## config.mk

```make
export PLATFORM = sky130hd
export DESIGN_NAME = intr_stack_ctrl
export DESIGN_NICKNAME = d
export VERILOG_FILES = /design/src/rtl/intr_stack_pkg.sv /design/src/rtl/intr_en_reg.sv /design/src/rtl/irq_gap_tmr.sv /design/src/rtl/intr_grp.sv /design/src/rtl/intr_stack_ctrl.sv
export SDC_FILE = /design/constraint.sdc
export NUM_CORES = 1
export LEC_CHECK = 0
export ABC_CLOCK_PERIOD_IN_PS = 1100
export BUFFER_PORTS_ARGS = -buffer_cell sky130_fd_sc_hd__buf_4
export CAP_MARGIN = 20
export CORE_ASPECT_RATIO = 1.4
export CORE_UTILIZATION = 25
export CTS_CLUSTER_DIAMETER = 80
export DETAILED_ROUTE_END_ITERATION = 10
export GPL_TIMING_DRIVEN = 0
export MAX_ROUTING_LAYER = met4
export PLACE_DENSITY = 0.4
export SYNTH_ARGS = -nofsm -noshare
export SYNTH_HDL_FRONTEND = slang
export SYNTH_SLANG_ARGS = --single-unit
```

## constraint.sdc

```tcl
create_clock -name clk_i -period 1.1 [get_ports clk_i]
set_input_delay 0.22 -clock clk_i [delete_from_list [all_inputs] [get_ports clk_i]]
set_output_delay 0.22 -clock clk_i [all_outputs]
set_load 0.02 [all_outputs]
```

## src/rtl/intr_stack_pkg.sv

```systemverilog
`timescale 1ns/1ps
package intr_stack_pkg;
  localparam int unsigned NUM_GRP = 2;
  localparam int unsigned DEF_W   = 8;
  typedef enum int unsigned {GRP_BUS = 0, GRP_DMA = 1} grp_e;
endpackage

```

## src/rtl/intr_en_reg.sv

```systemverilog
`timescale 1ns/1ps
module intr_en_reg #(
  parameter int unsigned W = 8
) (
  input  logic         clk_i,
  input  logic         rst_ni,
  input  logic         wr_i,
  input  logic [W-1:0] wdata_i,
  output logic [W-1:0] en_o
);
  logic [W-1:0] en_q;

  always_ff @(posedge clk_i or negedge rst_ni) begin
    if (!rst_ni)   en_q <= '0;
    else if (wr_i) en_q <= wdata_i;
  end

  assign en_o = en_q;
endmodule

```

## src/rtl/irq_gap_tmr.sv

```systemverilog
`timescale 1ns/1ps
module irq_gap_tmr #(
  parameter int unsigned GAP_CYC = 4
) (
  input  logic clk_i,
  input  logic rst_ni,
  input  logic trig_i,
  output logic busy_o
);
  localparam int unsigned CW = $clog2(GAP_CYC + 1);
  localparam logic [CW-1:0] LOAD = CW'(GAP_CYC);

  logic [CW-1:0] cnt_q;

  always_ff @(posedge clk_i or negedge rst_ni) begin
    if (!rst_ni)             cnt_q <= '0;
    else if (trig_i)         cnt_q <= LOAD;
    else if (cnt_q != '0)    cnt_q <= cnt_q - 1'b1;
  end

  assign busy_o = (cnt_q != '0);

  a_r5_gap_starts: assert property (@(posedge clk_i) disable iff (!rst_ni)
    trig_i |=> busy_o);
  a_r5_gap_bounded: assert property (@(posedge clk_i) disable iff (!rst_ni)
    !trig_i && busy_o |=> cnt_q < $past(cnt_q));
endmodule

```

## src/rtl/intr_grp.sv

```systemverilog
`timescale 1ns/1ps
module intr_grp #(
  parameter int unsigned    W     = 8,
  parameter logic [W-1:0]   FATAL = '0
) (
  input  logic         clk_i,
  input  logic         rst_ni,
  input  logic [W-1:0] evt_i,
  input  logic [W-1:0] en_i,
  input  logic         rd_i,
  output logic [W-1:0] stat_o,
  output logic         pend_o,
  output logic         req_o,
  output logic         clr_o
);
  logic [W-1:0] stat_q, stat_d;
  logic [W-1:0] hid_q, hid_d;
  logic         pend_q, pend_d;
  logic         req_q, req_d;
  logic [W-1:0] promo;
  logic [W-1:0] qual_en;

  assign qual_en = en_i | FATAL;
  assign promo   = hid_q | evt_i;

  always_comb begin
    stat_d = stat_q;
    hid_d  = hid_q;
    pend_d = pend_q;
    req_d  = req_q;
    if (rd_i) begin
      stat_d = promo;
      hid_d  = '0;
      pend_d = |(promo & qual_en);
      req_d  = |(promo & en_i);
    end else if (pend_q) begin
      hid_d = hid_q | evt_i;
    end else begin
      stat_d = stat_q | evt_i;
      pend_d = |(evt_i & qual_en);
      req_d  = |(evt_i & en_i);
    end
  end

  always_ff @(posedge clk_i or negedge rst_ni) begin
    if (!rst_ni) begin
      stat_q <= '0;
      hid_q  <= '0;
      pend_q <= 1'b0;
      req_q  <= 1'b0;
    end else begin
      stat_q <= stat_d;
      hid_q  <= hid_d;
      pend_q <= pend_d;
      req_q  <= req_d;
    end
  end

  assign stat_o = stat_q;
  assign pend_o = pend_q;
  assign req_o  = req_q;
  assign clr_o  = rd_i & pend_q;

  a_r2_visible_frozen: assert property (@(posedge clk_i) disable iff (!rst_ni)
    pend_q && !rd_i |=> $stable(stat_q));
  a_r3_hidden_keeps: assert property (@(posedge clk_i) disable iff (!rst_ni)
    pend_q && !rd_i |=> (hid_q & $past(hid_q)) == $past(hid_q));
  a_r4_hidden_drained: assert property (@(posedge clk_i) disable iff (!rst_ni)
    rd_i |=> hid_q == '0);
  a_r6_masked_quiet: assert property (@(posedge clk_i) disable iff (!rst_ni)
    !pend_q && !rd_i && (evt_i & qual_en) == '0 |=> !pend_q && !req_q);
  a_r8_req_held: assert property (@(posedge clk_i) disable iff (!rst_ni)
    req_q && !rd_i |=> req_q);
  a_r10_fatal_pends: assert property (@(posedge clk_i) disable iff (!rst_ni)
    !pend_q && !rd_i && (evt_i & FATAL) != '0 |=> pend_q);
  a_r1_req_needs_pend: assert property (@(posedge clk_i) disable iff (!rst_ni)
    req_q |-> pend_q);
endmodule

```

## src/rtl/intr_stack_ctrl.sv

```systemverilog
`timescale 1ns/1ps
module intr_stack_ctrl
  import intr_stack_pkg::*;
#(
  parameter int unsigned  W         = DEF_W,
  parameter logic [W-1:0] BUS_FATAL = 8'h81,
  parameter logic [W-1:0] DMA_FATAL = 8'h41,
  parameter int unsigned  GAP_CYC   = 4
) (
  input  logic         clk_i,
  input  logic         rst_ni,
  input  logic [W-1:0] bus_evt_i,
  input  logic [W-1:0] dma_evt_i,
  input  logic         bus_en_wr_i,
  input  logic         dma_en_wr_i,
  input  logic [W-1:0] en_wdata_i,
  input  logic         bus_rd_i,
  input  logic         dma_rd_i,
  output logic [W-1:0] bus_stat_o,
  output logic [W-1:0] dma_stat_o,
  output logic         bus_pend_o,
  output logic         dma_pend_o,
  output logic         irq_no
);
  logic [W-1:0] evt   [NUM_GRP];
  logic [W-1:0] en    [NUM_GRP];
  logic [W-1:0] stat  [NUM_GRP];
  logic         en_wr [NUM_GRP];
  logic         rd    [NUM_GRP];
  logic [NUM_GRP-1:0] pend, req, clr;
  logic         busy;

  assign evt[GRP_BUS]   = bus_evt_i;
  assign evt[GRP_DMA]   = dma_evt_i;
  assign en_wr[GRP_BUS] = bus_en_wr_i;
  assign en_wr[GRP_DMA] = dma_en_wr_i;
  assign rd[GRP_BUS]    = bus_rd_i;
  assign rd[GRP_DMA]    = dma_rd_i;

  for (genvar g = 0; g < NUM_GRP; g++) begin : gen_grp
    localparam logic [W-1:0] FAT = (g == GRP_BUS) ? BUS_FATAL : DMA_FATAL;

    intr_en_reg #(.W(W)) u_en (
      .clk_i   (clk_i),
      .rst_ni  (rst_ni),
      .wr_i    (en_wr[g]),
      .wdata_i (en_wdata_i),
      .en_o    (en[g])
    );

    intr_grp #(.W(W), .FATAL(FAT)) u_grp (
      .clk_i  (clk_i),
      .rst_ni (rst_ni),
      .evt_i  (evt[g]),
      .en_i   (en[g]),
      .rd_i   (rd[g]),
      .stat_o (stat[g]),
      .pend_o (pend[g]),
      .req_o  (req[g]),
      .clr_o  (clr[g])
    );
  end

  irq_gap_tmr #(.GAP_CYC(GAP_CYC)) u_gap (
    .clk_i  (clk_i),
    .rst_ni (rst_ni),
    .trig_i (|clr),
    .busy_o (busy)
  );

  assign bus_stat_o = stat[GRP_BUS];
  assign dma_stat_o = stat[GRP_DMA];
  assign bus_pend_o = pend[GRP_BUS];
  assign dma_pend_o = pend[GRP_DMA];
  assign irq_no     = ~((|req) & ~busy);

  a_r5_pin_released: assert property (@(posedge clk_i) disable iff (!rst_ni)
    (|clr) |=> irq_no);
  a_r8_pin_kept: assert property (@(posedge clk_i) disable iff (!rst_ni)
    !irq_no && !bus_rd_i && !dma_rd_i |=> !irq_no);
endmodule

```

# Word-level counts from Yosys, hierarchy flattened
# Index checks and enable logic that the tools add are counted.
# word_totals
ff_bits	55
in_bits	30
out_inout_bits	19
wordCells	63
# op_classes
add_sub_neg	1
eq_ne	2
muxes	18
bitwise	17
reduce_logical	14
# ops
operator	n
AND 8 bit	8
2-to-1 mux 8 bit	8
OR reduction 8 bit	8
OR 8 bit	4
2-to-1 mux 1 bit	8
2-to-1 mux 3 bit	2
nonzero test 2 bit	3
inequality test 2 bit (second input constant)	2
OR reduction 2 bit	2
AND 1 bit	3
nonzero test 3 bit	1
subtractor 3 x 1 -> 3 bit (second input constant)	1
NOT 1 bit	2

# Depth between registers and ports, before layout
# depth
ltp_word	4
depth_mapped	5
depth_no_buf	5

# Hierarchy
# From an unflattened synthesis, not the netlist that was laid out.
# hier_totals
hier_cells	222
hier_area_um2	2458.6
# modules_own_cells
mod	n_inst	cells_each	area_each_um2
intr_grp (gen_grp[1].u_grp)	1	85	809.5
intr_grp (gen_grp[0].u_grp)	1	85	794.5
intr_en_reg	2	17	331.6
irq_gap_tmr	1	16	177.7
intr_stack_ctrl	1	2	13.8

# Worst setup path before layout
# OpenSTA, ideal clock, no wires.
# synth_path
path_kind	register to register
from	register gen_grp[1].u_grp.pend_q
to	register gen_grp[1].u_grp.req_q
setup_time_ns	0.132
arrival_time_ns	1.123
required_ns	0.968
path_slack_ns	-0.155
path_stages_with_launch	6
path_buffers	1
synth_period_minus_slack_ns	1.255
path_cell_list	dfrtp_1 -> buf_2 -> a211oi_1 -> nand3_1 -> a221oi_2 -> a221oi_1
# synth_via
elab_chain_len	1
# synth_rtl
element	line	text
start: declaration	intr_grp.sv:18	logic pend_q, pend_d;
start signal: assignment	intr_grp.sv:54	pend_q <= pend_d;
inequality test 2 bit (no source line)	n/a	
end signal: assignment	intr_grp.sv:55	req_q <= req_d;
end: declaration	intr_grp.sv:19	logic req_q, req_d;
# Every way passes these cells.
# A chain may end at the register's enable or synchronous reset.

# Final worst setup path
# layout_path
from	register u_gap.cnt_q[0]
to	output irq_no
# layout_via
elab_chain_len	4
# layout_rtl
element	line	text
start: declaration	irq_gap_tmr.sv:13	logic [CW-1:0] cnt_q;
start signal: assignment	irq_gap_tmr.sv:18	else if (cnt_q != '0) cnt_q <= cnt_q - 1'b1;
nonzero test 3 bit	irq_gap_tmr.sv:21	assign busy_o = (cnt_q != '0);
NOT 1 bit	intr_stack_ctrl.sv:75	assign irq_no = ~((|req) & ~busy);
AND 1 bit	intr_stack_ctrl.sv:75	
NOT 1 bit	intr_stack_ctrl.sv:75	
end: declaration	intr_stack_ctrl.sv:23	output logic irq_no
# Every way passes these cells.

==> reports/summary.log <==
[outcome] status finished, violations left
[outcome] violated checks design-rule violations, negative hold slack, negative setup slack
[die] I/O pin count 49
[pwr] peak supply drop 0.860 mV
[drt] 1st-iter DRT viols 143
[die] Die Span Y 117 um
[die] Die W 84.5 um
[finish] final net count 320
[critical_path] largest fanout on the critical path 2
[drt] routed wirelength normalized by instance count 15.5 um
[sta] minimum hold slack -0.0413 ns
[placed_design] weighted congestion at the end of routability-driven global placement 0.741
[synthesis] cell type contributing the most total cell area after synthesis sky130_fd_sc_hd__dfrtp_1
[synthesis] share of synthesized registers carrying an async set or reset 1.00
[drt] average via count per standard cell 4.87
[sta] final-report hold violation count 15
[finish] Antenna Diode Count 0
[drt] count of nets left with antenna violations after detail routing 0
[global_route] maximum number of pins on one net before global-route repair 56
[critical_path] endpoint required time on the critical path 0.88 ns
[sta] worst slew pin tran 0.725 ns
[die] initial core utilization 0.261
[drt] via total after detailed routing 1930
[synthesis] net count after synthesis 262
[synthesis] Gate Count Post-Synth 230
[synthesis] yosys synthesis warning count 0
[critical_path] WP data arrival 1.17 ns
[clock_tree] buffer depth of the longest clock path 2
[synthesis] post-synth top area share 0.578
[synthesis] sequential cell area fraction in the yosys report 0.578
[sta] count of final max-slew check failures 0
[sta] total of endpoints with negative setup slack in the final report 8
[global_route] sum of overflow across all layers after global routing 0
[sta] fin crit period 1.39 ns
[sta] highest attainable clock frequency 721 MHz
[global_route] total routing usage reported by global routing 0.133
[drt] count of TritonRoute iterations in the first routing pass 10
[pwr] PwrDens 1610 nW/um^2
[die] area of the placeable core 9130 um^2
[finish] number of fill cells 944
[drt] DRC violations left 3
[die] total die area 9920 um^2
[synthesis] most frequent cell after synthesis sky130_fd_sc_hd__dfrtp_1
[critical_path] Crit Path Class flop to output pin
[global_route] antenna violations before repair 0
[clock_tree] clock buffer count from CTS 5
[clock_tree] CTS HTree Levels 2
[synthesis] flip-flop and latch count after synthesis 55
[placed_design] DPL Wire Length 4380 um
[finish] Synth-to-Final Area Change 35.0%
[clock_tree] clock network latency to the later pin of the worst-skew pair 0.29 ns
[pwr] Overall Power 5.19 mW
[clock_tree] CTS sink cnt 55
[sta] final period utilization 1.26
[placed_design] IO buf count 44
[sta] worst slew slack as a fraction of its limit 0.517
[synthesis] Post-synth top cells sky130_fd_sc_hd__dfrtp_1 (55), sky130_fd_sc_hd__a21oi_1 (39), sky130_fd_sc_hd__o21ai_0 (33)
[drt] wire length after detailed routing 6140 um
[clock_tree] root buffer cell sky130_fd_sc_hd__clkbuf_16
[critical_path] nature of the critical path startpoint flop
[synthesis] Synth Area per Inst 10.4 um^2
[critical_path] critical path startpoint u_gap.cnt_q[0]
[synthesis] Post-synth EDFFs 0
[critical_path] Reg2Reg Launch Point gen_grp[1].u_en.en_o[3]
[hold_path] path category of the worst min-delay check input port to async pin
[synthesis] Yosys cell types 28
[die] Site Rows 41
[global_route] first-pass GRT wire length 10200 um
[synthesis] cell types with the largest area share after synthesis sky130_fd_sc_hd__dfrtp_1 (58%), sky130_fd_sc_hd__a21oi_1 (8.2%), sky130_fd_sc_hd__mux2_2 (7.6%)
[critical_path] endpoint kind of the worst setup timing path output pin
[critical_path] cell depth of the worst flop-to-flop path 4
[finish] Core Util, Final 0.352
[finish] total area of multi-input combinational cells 1010 um^2
[clock_tree] CTS tree done
[sta] Final Worst Setup Slack -0.288 ns
[job] total of max-cap violations 0
[clock_tree] Clock Pin Slew Worst Setup and Hold Paths 0.07 ns
[synthesis] cell area after technology mapping 2380 um^2
[sta] worst clock skew 0.00377 ns
[finish] Reg area 1380 um^2
[clock_tree] Hold Buf Count CTS 0
[finish] ratio of cells with drive above 1 in the final layout 0.363
[pwr] reported leakage power 1.35 nW
[synthesis] flip-flop cell with the highest count after synthesis sky130_fd_sc_hd__dfrtp_1
[global_route] via count of the first global-routing pass 1939
[sta] setup repair after global routing missed its margin yes
[metrics by stage]
step | cell area, um^2 | worst slack (ns) | cells | setup TNS (ns)
floorplan | 2400 | -0.0859 | 230 | -0.122
global placement | 2870 | -0.247 | 381 | -1.19
detailed placement | 2870 | -0.252 | 381 | -1.32
CTS | 3130 | -0.287 | 394 | -1.03
global route | 3210 | -0.326 | 396 | -2.02
finish | 3210 | -0.288 | 396 | -1.20
[routing by layer]
layer  routed length, um  share of wire  GRT usage  up-vias
met3                 220          0.036     0.0266        2
li1                    -              -          -      940
met5                   0              0          -        -
met2                3260           0.53      0.229       44
met1                2610           0.43      0.160      944
met4                  41         0.0067     0.0318        0
[power breakdown]
part	internal (mW)	switching, mW
registers	2.20	0.132
clock network	1.31	0.734
logic	0.386	0.425
total	3.89	1.29
[critical path, cell delays in order, from the launching register on]
cell	delay, ns
sky130_fd_sc_hd__dfrtp_1	0.39
sky130_fd_sc_hd__inv_2	0.09
sky130_fd_sc_hd__ha_4	0.14
sky130_fd_sc_hd__o211ai_1	0.10
sky130_fd_sc_hd__buf_4	0.17
[sequential cells by signal, indices dropped and copies added, names as in the netlist]
signal,cells
gen_grp.u_en.en_o,16
gen_grp.u_grp.hid_q,16
gen_grp.u_grp.pend_o,2
gen_grp.u_grp.req_o,2
gen_grp.u_grp.stat_o,16
u_gap.cnt_q,3
[placed cells by master (no fill, tap or decap), drive strengths merged, types with 3 or more instances in the layout]
cell / instances
a211oi: 3
a21oi: 39
buf: 59
clkbuf: 9
dfrtp: 55
inv: 8
mux2: 16
nand3: 4
nor2: 30
o21ai: 41
[final timing paths]
| kind | to | slack [ns] |
|---|---|---|
| worst max-delay path | irq_no | -0.29 |
| max in group asynchronous | gen_grp[1].u_grp.pend_o | 0.60 |
| min in group clk_i | gen_grp[0].u_en.en_o[4] | 0.17 |
| worst max register to register | gen_grp[1].u_grp.req_o | -0.24 |
| worst min-delay path | gen_grp[0].u_grp.stat_o[2] | -0.04 |
| worst min register to register | gen_grp[0].u_grp.hid_q[1] | 0.52 |
[cell type report]
cell class	instances	area share
buffer	11	0.0237
clock inverter	2	0.0187
inverter	9	0.0125
timing repair buffer	51	0.121
sequential	55	0.429
multi-input combinational	155	0.313
tap	107	0.0417
clock buffer	6	0.0401
[cells by family (layout without fill, tap and decap cells)]
| group | Yosys count | after routing | synth area share |
|---|---|---|---|
| flip-flops | 55 | 55 | 0.578 |
| buffers and inverters | 20 | 79 | 0.0384 |
| AND/OR/NAND/NOR | 42 | 42 | 0.0746 |
| adder cells (fa/ha/maj) | 2 | 2 | 0.0105 |
| XOR/XNOR | 1 | 1 | 0.00368 |
| AO/OA/AOI/OAI | 94 | 94 | 0.219 |
| multiplexers | 16 | 16 | 0.0757 |
[what timing repair did]
item                                   CTS  global route
endpoints found under the hold margin    0             0
setup endpoints to repair                9            24
gates cloned                             0             0
resized for setup                        9            22
buffers inserted                         5             3
pin swaps                                6             3
Power figures use the tool's default switching activity.
